$ cat src/rtl/cfgrst_pkg.sv
package cfgrst_pkg;
  localparam int REG_W = 32;

  // control register fields
  localparam int PROG_BIT   = 30;
  localparam int PR_BIT     = 27;
  localparam int PORT_BIT   = 26;
  localparam int SLOW_BIT   = 25;
  localparam int SECURE_BIT = 7;
  // misc register field
  localparam int LOOP_BIT   = 4;
  // status register fields
  localparam int INIT_BIT   = 4;
  localparam int DONE_BIT   = 0;
  // interrupt status field
  localparam int IRQ_DONE_BIT = 2;

  localparam logic [REG_W-1:0] CTRL_WR_MASK =
    (REG_W'(1) << PROG_BIT) | (REG_W'(1) << PR_BIT) |
    (REG_W'(1) << PORT_BIT) | (REG_W'(1) << SLOW_BIT);
  localparam logic [REG_W-1:0] MISC_WR_MASK = REG_W'(1) << LOOP_BIT;
  localparam logic [REG_W-1:0] IRQ_MASK     = REG_W'(1) << IRQ_DONE_BIT;

  // levels handed from control to datapath
  typedef struct packed {
    logic progHigh;
    logic initHigh;
    logic portEn;
    logic prRoute;
    logic slowRate;
    logic loopback;
  } ctlStrobes_t;
endpackage

$ cat src/rtl/cfgrst_ctrl.sv
module cfgrst_ctrl
  import cfgrst_pkg::*;
#(
  parameter int INIT_HI_DLY = 4,
  parameter int INIT_LO_DLY = 3
) (
  input  logic             clk,
  input  logic             rstN,
  input  logic             secureBoot,
  input  logic             ctrlWe,
  input  logic [REG_W-1:0] ctrlWdata,
  input  logic             miscWe,
  input  logic [REG_W-1:0] miscWdata,
  output logic [REG_W-1:0] ctrlRdata,
  output logic [REG_W-1:0] miscRdata,
  output ctlStrobes_t      strobes
);
  localparam int MAX_DLY = (INIT_HI_DLY > INIT_LO_DLY) ? INIT_HI_DLY : INIT_LO_DLY;
  localparam int CNT_W   = (MAX_DLY > 1) ? $clog2(MAX_DLY) : 1;
  localparam logic [CNT_W-1:0] HI_LAST = CNT_W'(INIT_HI_DLY - 1);
  localparam logic [CNT_W-1:0] LO_LAST = CNT_W'(INIT_LO_DLY - 1);

  logic [REG_W-1:0] ctrlRegQ;
  logic [REG_W-1:0] miscRegQ;
  logic             initQ;
  logic [CNT_W-1:0] dlyCntQ;
  logic             progHigh;
  logic             settleDone;

  assign progHigh = ctrlRegQ[PROG_BIT];

  // software-visible registers, non-writable bits forced to zero
  always_ff @(posedge clk or negedge rstN) begin
    if (!rstN) begin
      ctrlRegQ <= '0;
      miscRegQ <= '0;
    end else begin
      if (ctrlWe) ctrlRegQ <= ctrlWdata & CTRL_WR_MASK;
      if (miscWe) miscRegQ <= miscWdata & MISC_WR_MASK;
    end
  end

  // INIT settles towards the program level after the latency of that direction;
  // a reversal before settling restarts the count from zero
  assign settleDone = (dlyCntQ == (progHigh ? HI_LAST : LO_LAST));

  always_ff @(posedge clk or negedge rstN) begin
    if (!rstN) begin
      initQ   <= 1'b0;
      dlyCntQ <= '0;
    end else if (progHigh != initQ) begin
      if (settleDone) begin
        initQ   <= progHigh;
        dlyCntQ <= '0;
      end else begin
        dlyCntQ <= dlyCntQ + 1'b1;
      end
    end else begin
      dlyCntQ <= '0;
    end
  end

  always_comb begin
    ctrlRdata = ctrlRegQ | (REG_W'(secureBoot) << SECURE_BIT);
    miscRdata = miscRegQ;
    strobes.progHigh = progHigh;
    strobes.initHigh = initQ;
    strobes.portEn   = ctrlRegQ[PORT_BIT];
    strobes.prRoute  = ctrlRegQ[PR_BIT];
    strobes.slowRate = ctrlRegQ[SLOW_BIT];
    strobes.loopback = miscRegQ[LOOP_BIT];
  end
endmodule

$ cat src/rtl/cfgrst_data.sv
module cfgrst_data
  import cfgrst_pkg::*;
#(
  parameter int IMAGE_WORDS = 16,
  parameter int RATE_DIV    = 2
) (
  input  logic             clk,
  input  logic             rstN,
  input  ctlStrobes_t      strobes,
  input  logic             wordValid,
  input  logic             intClrWe,
  input  logic [REG_W-1:0] intClrData,
  output logic             wordReady,
  output logic             doneQ,
  output logic             irqDoneQ
);
  localparam int WCNT_W = $clog2(IMAGE_WORDS + 1);
  localparam logic [WCNT_W-1:0] IMAGE_LAST = WCNT_W'(IMAGE_WORDS);

  logic [WCNT_W-1:0] wordCntQ;
  logic imageFull;
  logic loadOpen;
  logic rateOk;
  logic accept;
  logic handBack;
  logic irqClear;

  assign imageFull = (wordCntQ == IMAGE_LAST);
  assign loadOpen  = strobes.progHigh & strobes.initHigh & strobes.portEn &
                     strobes.prRoute & ~strobes.loopback & ~imageFull;
  assign wordReady = loadOpen & rateOk;
  assign accept    = wordValid & wordReady;
  assign handBack  = imageFull & ~strobes.prRoute & strobes.progHigh &
                     strobes.initHigh & ~doneQ;
  assign irqClear  = intClrWe & (|(intClrData & IRQ_MASK));

  // word counter, wiped whenever the program bit is low
  always_ff @(posedge clk or negedge rstN) begin
    if (!rstN)                 wordCntQ <= '0;
    else if (!strobes.progHigh) wordCntQ <= '0;
    else if (accept)           wordCntQ <= wordCntQ + 1'b1;
  end

  // rate limiter variant picked by the divider
  generate
    if (RATE_DIV > 1) begin : g_slow
      localparam int HOLD_W = $clog2(RATE_DIV);
      logic [HOLD_W-1:0] holdQ;
      always_ff @(posedge clk or negedge rstN) begin
        if (!rstN)                                      holdQ <= '0;
        else if (!strobes.progHigh || !strobes.slowRate) holdQ <= '0;
        else if (accept)                                holdQ <= HOLD_W'(RATE_DIV - 1);
        else if (holdQ != '0)                           holdQ <= holdQ - 1'b1;
      end
      assign rateOk = ~strobes.slowRate | (holdQ == '0);
    end else begin : g_fast
      assign rateOk = 1'b1;
    end
  endgenerate

  // completion flags
  always_ff @(posedge clk or negedge rstN) begin
    if (!rstN) begin
      doneQ    <= 1'b0;
      irqDoneQ <= 1'b0;
    end else if (!strobes.progHigh) begin
      doneQ    <= 1'b0;
      irqDoneQ <= 1'b0;
    end else begin
      if (handBack) doneQ <= 1'b1;
      if (handBack)      irqDoneQ <= 1'b1;
      else if (irqClear) irqDoneQ <= 1'b0;
    end
  end
endmodule

$ cat src/rtl/cfgrst_seq.sv
module cfgrst_seq
  import cfgrst_pkg::*;
#(
  parameter int INIT_HI_DLY = 4,
  parameter int INIT_LO_DLY = 3,
  parameter int IMAGE_WORDS = 16,
  parameter int RATE_DIV    = 2
) (
  input  logic        clk,
  input  logic        rstN,
  input  logic        secureBoot,
  input  logic        ctrlWe,
  input  logic [31:0] ctrlWdata,
  input  logic        miscWe,
  input  logic [31:0] miscWdata,
  input  logic        intClrWe,
  input  logic [31:0] intClrData,
  input  logic        wordValid,
  output logic        wordReady,
  output logic [31:0] ctrlRdata,
  output logic [31:0] miscRdata,
  output logic [31:0] statusRdata,
  output logic [31:0] intStsRdata
);
  ctlStrobes_t strobes;
  logic doneQ;
  logic irqDoneQ;

  cfgrst_ctrl #(
    .INIT_HI_DLY(INIT_HI_DLY),
    .INIT_LO_DLY(INIT_LO_DLY)
  ) u_ctrl (
    .clk(clk), .rstN(rstN), .secureBoot(secureBoot),
    .ctrlWe(ctrlWe), .ctrlWdata(ctrlWdata),
    .miscWe(miscWe), .miscWdata(miscWdata),
    .ctrlRdata(ctrlRdata), .miscRdata(miscRdata),
    .strobes(strobes)
  );

  cfgrst_data #(
    .IMAGE_WORDS(IMAGE_WORDS),
    .RATE_DIV(RATE_DIV)
  ) u_data (
    .clk(clk), .rstN(rstN), .strobes(strobes),
    .wordValid(wordValid), .intClrWe(intClrWe), .intClrData(intClrData),
    .wordReady(wordReady), .doneQ(doneQ), .irqDoneQ(irqDoneQ)
  );

  always_comb begin
    statusRdata = '0;
    statusRdata[INIT_BIT] = strobes.initHigh;
    statusRdata[DONE_BIT] = doneQ;
    intStsRdata = '0;
    intStsRdata[IRQ_DONE_BIT] = irqDoneQ;
  end
endmodule

$ cat config.mk
export PLATFORM = sky130hd
export DESIGN_NAME = cfgrst_seq
export DESIGN_NICKNAME = d
export VERILOG_FILES = /design/src/rtl/cfgrst_pkg.sv /design/src/rtl/cfgrst_ctrl.sv /design/src/rtl/cfgrst_data.sv /design/src/rtl/cfgrst_seq.sv
export SDC_FILE = /design/constraint.sdc
export NUM_CORES = 1
export LEC_CHECK = 0
export ABC_AREA = 0
export BUFFER_PORTS_ARGS = -buffer_cell sky130_fd_sc_hd__clkbuf_2
export CAP_MARGIN = 5
export CORE_AREA = 2 2 91 93
export CTS_CLUSTER_DIAMETER = 200
export CTS_CLUSTER_SIZE = 14
export DETAILED_ROUTE_END_ITERATION = 16
export DIE_AREA = 0 0 93 95
export GPL_TIMING_DRIVEN = 0
export PLACE_DENSITY = 0.66
export SLEW_MARGIN = 30
export SYNTH_ARGS = -nofsm -noshare
export SYNTH_HDL_FRONTEND = slang
export SYNTH_SLANG_ARGS = --single-unit
$ cat constraint.sdc
create_clock -name clk -period 3.4 [get_ports clk]
set_input_delay 0.68 -clock clk [delete_from_list [all_inputs] [get_ports clk]]
set_output_delay 0.68 -clock clk [all_outputs]
set_load 0.005 [all_outputs]
==> Yosys cells after proc, flatten, opt, wreduce, memory -nomap -nowiden <==
Cells that the tools add are included.
{ "classes": {"addsub": 3, "n_eq_ne": 6, "n_mux": 13, "bitwise_logic": 20, "reduce_logical": 4} }
{ "ops": {"columns": ["cell", "count"], "rows": [
  ["$or 31x8->31", 1],
  ["$and 1x1->1", 12],
  ["$mux 5", 2],
  ["$mux 1", 9],
  ["$not 1->1", 6],
  ["$add 5x1->5 const B", 1],
  ["$eq 5x5->1 const B", 1],
  ["$mux 2", 2],
  ["$ne 2x1->1 const B", 2],
  ["$ne 3x1->1 const B", 1],
  ["$add 2x1->2 const B", 1],
  ["$eq 2x2->1", 1],
  ["$logic_not 1->1", 2],
  ["$reduce_and 2->1", 1],
  ["$logic_or 1x1->1", 1],
  ["$ne 1x1->1", 1],
  ["$or 1x1->1", 1],
  ["$sub 1x1->1 const B", 1]
]} }
{ "totals": {"ff_bits": 16, "input_bits": 103, "out_inout_bits": 129, "elab_cells": 54} }

==> Longest topological paths before layout <==
{ "logic_depth": {"ltp_word": 9, "mapped_depth": 5, "ltp_nobuf": 5} }

==> By module <==
A second synthesis with hierarchy kept.
{ "hier_totals": {"cells_unflattened": 198, "hier_area_um2": 1759.2} }
{ "by_module_without_submodules": {"columns": ["module", "instances", "cells_per_inst", "area_each_um2", "seq_area_each_um2"], "rows": [
  ["cfgrst_ctrl", 1, 89, 822.0, 200.2],
  ["cfgrst_seq", 1, 64, 476.7, 0.0],
  ["cfgrst_data", 1, 45, 460.4, 200.2]
]} }

==> Worst setup path before layout <==
No wires, ideal clock.
{ "synth_path": {"kind": "reg2out", "start": "reg u_data.wordCntQ[0]", "end": "out wordReady", "t_arrival_ns": 1.090, "t_required_ns": 2.720, "setup_slack_ns": 1.630, "path_stages_with_launch": 5, "path_buffers": 0, "path_cell_list": "dfrtp_1 -> inv_1 -> ha_1 -> and4bb_2 -> a211oi_1"} }
{ "synth_between": {"elab_chain_cells": 4} }
{ "synth_rtl": {"columns": ["item", "line_no", "rtl"], "rows": [
  ["start: declaration", "cfgrst_data.sv:20", "logic [WCNT_W-1:0] wordCntQ;"],
  ["start signal: assignment", "cfgrst_data.sv:41", "else if (accept) wordCntQ <= wordCntQ + 1'b1;"],
  ["$eq 5x5->1", "cfgrst_data.sv:28", "assign imageFull = (wordCntQ == IMAGE_LAST);"],
  ["$not 1->1", "cfgrst_data.sv:30", "strobes.prRoute & ~strobes.loopback & ~imageFull;"],
  ["$and 1x1->1", "cfgrst_data.sv:30", null],
  ["$and 1x1->1", "cfgrst_data.sv:31", "assign wordReady = loadOpen & rateOk;"],
  ["end: declaration", "cfgrst_seq.sv:19", "output logic wordReady,"]
]} }
Every way passes these cells.

==> Worst setup path in the final report <==
Ends and elaborated chain as after synthesis.

==> impl_metrics.csv <==
group,metric,value,unit
outcome,outcome,"complete, no violations",
cts,clock_sinks,16,
route,dr.pass1.iters,4,
grt,grt_remaining_overflow,0,
power,swShare,0.270,
logic_synthesis,ys_top_cells_by_area,"buf_4 (54%), dfrtp_1 (23%), mux2_2 (3.3%)",
setup_path,critPathTopFamily,"flip-flops",
logic_synthesis,synth_area,0.00172,sq mm
setup_path,path_class,"reg -> out",
timing,period_needed,2.24,ns
placed_design,dpl-instance-area,0.00240,sq mm
grt,grt_max_degree,17,
logic_synthesis,synth_top_cell_area_share,0.536,
setup_path,max_stage_delay,0.39,ns
cts,htreeDepth,1,
power,clockPowerShare,0.294,
setup_path,reg2reg_slack,1.76,ns
logic_synthesis,synth.distinct_cells,29,
die,ios,232,
die,dieArea,0.00884,sq mm
placed_design,portBuffers,21,
route,ant_nets,0,
die,die_y,95,microns
cts,ctsHoldBuffers,0,
cts,cts_buffer_depth,2,
route,drc,0,
die,die_x,93,microns
die,coreArea,0.00793,sq mm
cts,root_buffer,"clkbuf_8",
timing,fmax,447,MHz
power,internal_power,423,uW
timing,setup_tns,0,ns
setup_path,reg2reg_depth,4,
cts,cts_resized,0,
power,total_power,579,uW
grt,antenna_found_initial,0,
power,ir_drop,0.000228,V
logic_synthesis,synth_top_area_cell,"buf_4",
layout,finalNetCount,440,
cts,clock_latency,0.25,ns
cts,cts_inserted_buffers,3,
timing,post-route-period-util,0.659,
cts,tritoncts,"built",
logic_synthesis,netlist_instances,190,
grt,first_global_vias,908,
worst_hold_path,hold_path_class,"in -> async",
layout,fillCellCount,827,
logic_synthesis,yosysWarningCount,0,
route,wl_per_cell,6.07,microns
layout,drive_gt1_frac,0.477,
setup_path,crit_fanout,5,
layout,utilization,0.310,
timing,fin_ws,1.16,ns
power,pwr-share-seq,0.381,
setup_path,worstPathArrival,1.56,ns
layout,syn2layout_area_growth,42.6,%
placed_design,pre_cts_slack,1.42,ns
power,leakage,1.53,nW
setup_path,r2r-start,"u_ctrl.ctrlRegQ[30]",
timing,fin_worst_skew,0.00718,ns
setup_path,worst_setup_path_end_kind,"output pin",
timing,setup_viol,0,
grt,grt_busiest_layer,"met2",
grt,gr-usage-met1,0.0529,
placed_design,gp_congestion,0.678,
timing,slew_violations,0,
setup_path,cp_num_buf_inv,2,
grt,grt_pass1_wl,3.80,mm
timing,rsz0062_at_grt,"no",
grt,grt_util_met3,0.0136,
setup_path,cp_num_cells,5,
power,power_frac_comb,0.325,
layout,fin_area,0.00246,sq mm
setup_path,cp_cell_sequence,"inv_1 -> ha_1 -> and4bb_2 -> a211oi_1 -> clkbuf_2",
grt,met2_usage,0.0984,
setup_path,required,2.72,ns
job,maxCapViolations,0,
setup_path,crit_end,"wordReady",
logic_synthesis,postSynthAreaPerCell,9.07,sq um
power,power_density,236,mW/mm^2
setup_path,start_kind,"flip-flop",
placed_design,hpwl,2.35,mm
timing,hold_viol_final,0,
cts,clk_pin_slew,0.07,ns
cts,post_cts_buffers,0,
layout,antenna_cells,0,
route,vias_per_cell,2.81,
route,vias,1231,
logic_synthesis,synth-seq-cells,16,
setup_path,startpoint,"u_data.wordCntQ[0]",
power,p_switching,156,uW
setup_path,r2r-end,"u_data.wordCntQ[4]",
route,drt-total-wl,2.66,mm
grt,gr-usage-all-layers,0.0506,
route,drt_iter0_drc,4,
die,row_count,33,
die,start_util,0.217,
setup_path,crit_slowest_cell,"dfrtp_1",
logic_synthesis,seq_area_frac_synth,0.232,
## power by group through the flow
stage | sequential [mW] | combinational [mW] | clock (mW)
2_1_floorplan | 0.221 | 0.160 | 0
3_3_place_gp | 0.223 | 0.181 | 0
3_5_place_dp | 0.224 | 0.182 | 0
4_1_cts | 0.221 | 0.183 | 0.175
5_1_grt | 0.223 | 0.212 | 0.186
6_report | 0.221 | 0.188 | 0.170
## area by class of cell
class | instances | area (sq um) | share of cell area
Buffer | 124 | 928 | 0.378
Clock buffer | 4 | 55.1 | 0.0224
Inverter | 3 | 11.3 | 0.00458
Sequential cell | 16 | 400 | 0.163
Tap cell | 105 | 131 | 0.0534
Timing Repair Buffer | 21 | 105 | 0.0427
Multi-Input combinational cell | 165 | 827 | 0.336
## synth_stat cells
cell	n
a21boi_1	2
o31ai_1	2
nand3_1	2
a21boi_0	2
inv_1	3
nor3b_1	1
nor3_2	1
or4_1	2
buf_4	123
a31oi_1	2
a21oi_1	1
nor4b_1	1
nand3b_1	2
dfrtp_1	16
buf_2	1
mux2_2	5
a21bo_2	1
nor2b_1	2
nand2b_1	2
and4bb_2	2
a211oi_1	1
and3_1	1
nor2_1	1
nand2_1	5
o21a_1	1
mux2i_1	3
ha_1	3
nand4b_4	1
conb_1	1
## how the worst min path moves through the flow
stage,from,to,slack (ns),cells past startpoint
after CTS,rstN,u_ctrl.ctrlRegQ[27],0.36,1
after global placement,u_ctrl.dlyCntQ[0],u_ctrl.dlyCntQ[0],0.48,1
final,rstN,u_ctrl.ctrlRegQ[27],0.35,1
after detailed placement,u_ctrl.dlyCntQ[0],u_ctrl.dlyCntQ[0],0.49,1
after floorplan,rstN,u_ctrl.ctrlRegQ[25],0.38,0
after global routing,rstN,u_ctrl.ctrlRegQ[27],0.37,1
## cell families after synthesis
family,Yosys count,synth area share
compound gates,12,0.0508
fa+ha+maj,3,0.0218
simple gates,23,0.0980
buf+inv,127,0.545
other cells,1,0.00217
mux,8,0.0501
flops,16,0.232
## per-layer routing
layer  routed length (microns)  vias up
met1                       937      481
met5                         0        -
li1                          -      658
met4                        16        0
met3                       440        2
met2                      1260       90
## stage by stage
| step | cells | hold WS, ns |
|---|---|---|
| global route | 438 | 0.375 |
| global placement | 434 | 0.479 |
| finish | 438 | 0.348 |
| detailed placement | 434 | 0.495 |
| CTS | 438 | 0.361 |
| floorplan | 308 | 0.384 |
## sequential cells by signal, indices dropped and copies added, names as in the netlist
name and count:
u_data.g_slow.holdQ 1, u_ctrl.dlyCntQ 2, u_ctrl.initQ 1, u_ctrl.ctrlRegQ 4, u_data.wordCntQ 5, u_data.doneQ 1, u_ctrl.miscRdata 1, u_data.irqDoneQ 1
## placed cells by master, fill, tap and decap left out, drive strengths merged, types with 2 or more instances in the layout
master,n
a21boi,4
nor2b,2
dfrtp,16
or4,2
a31oi,2
nand2b,2
nand3,2
nand3b,2
mux2,5
and4bb,2
buf,124
o31ai,2
conb,119
inv,3
mux2i,3
clkbuf,25
nand2,5
ha,3
Power figures use the tool's default switching activity.
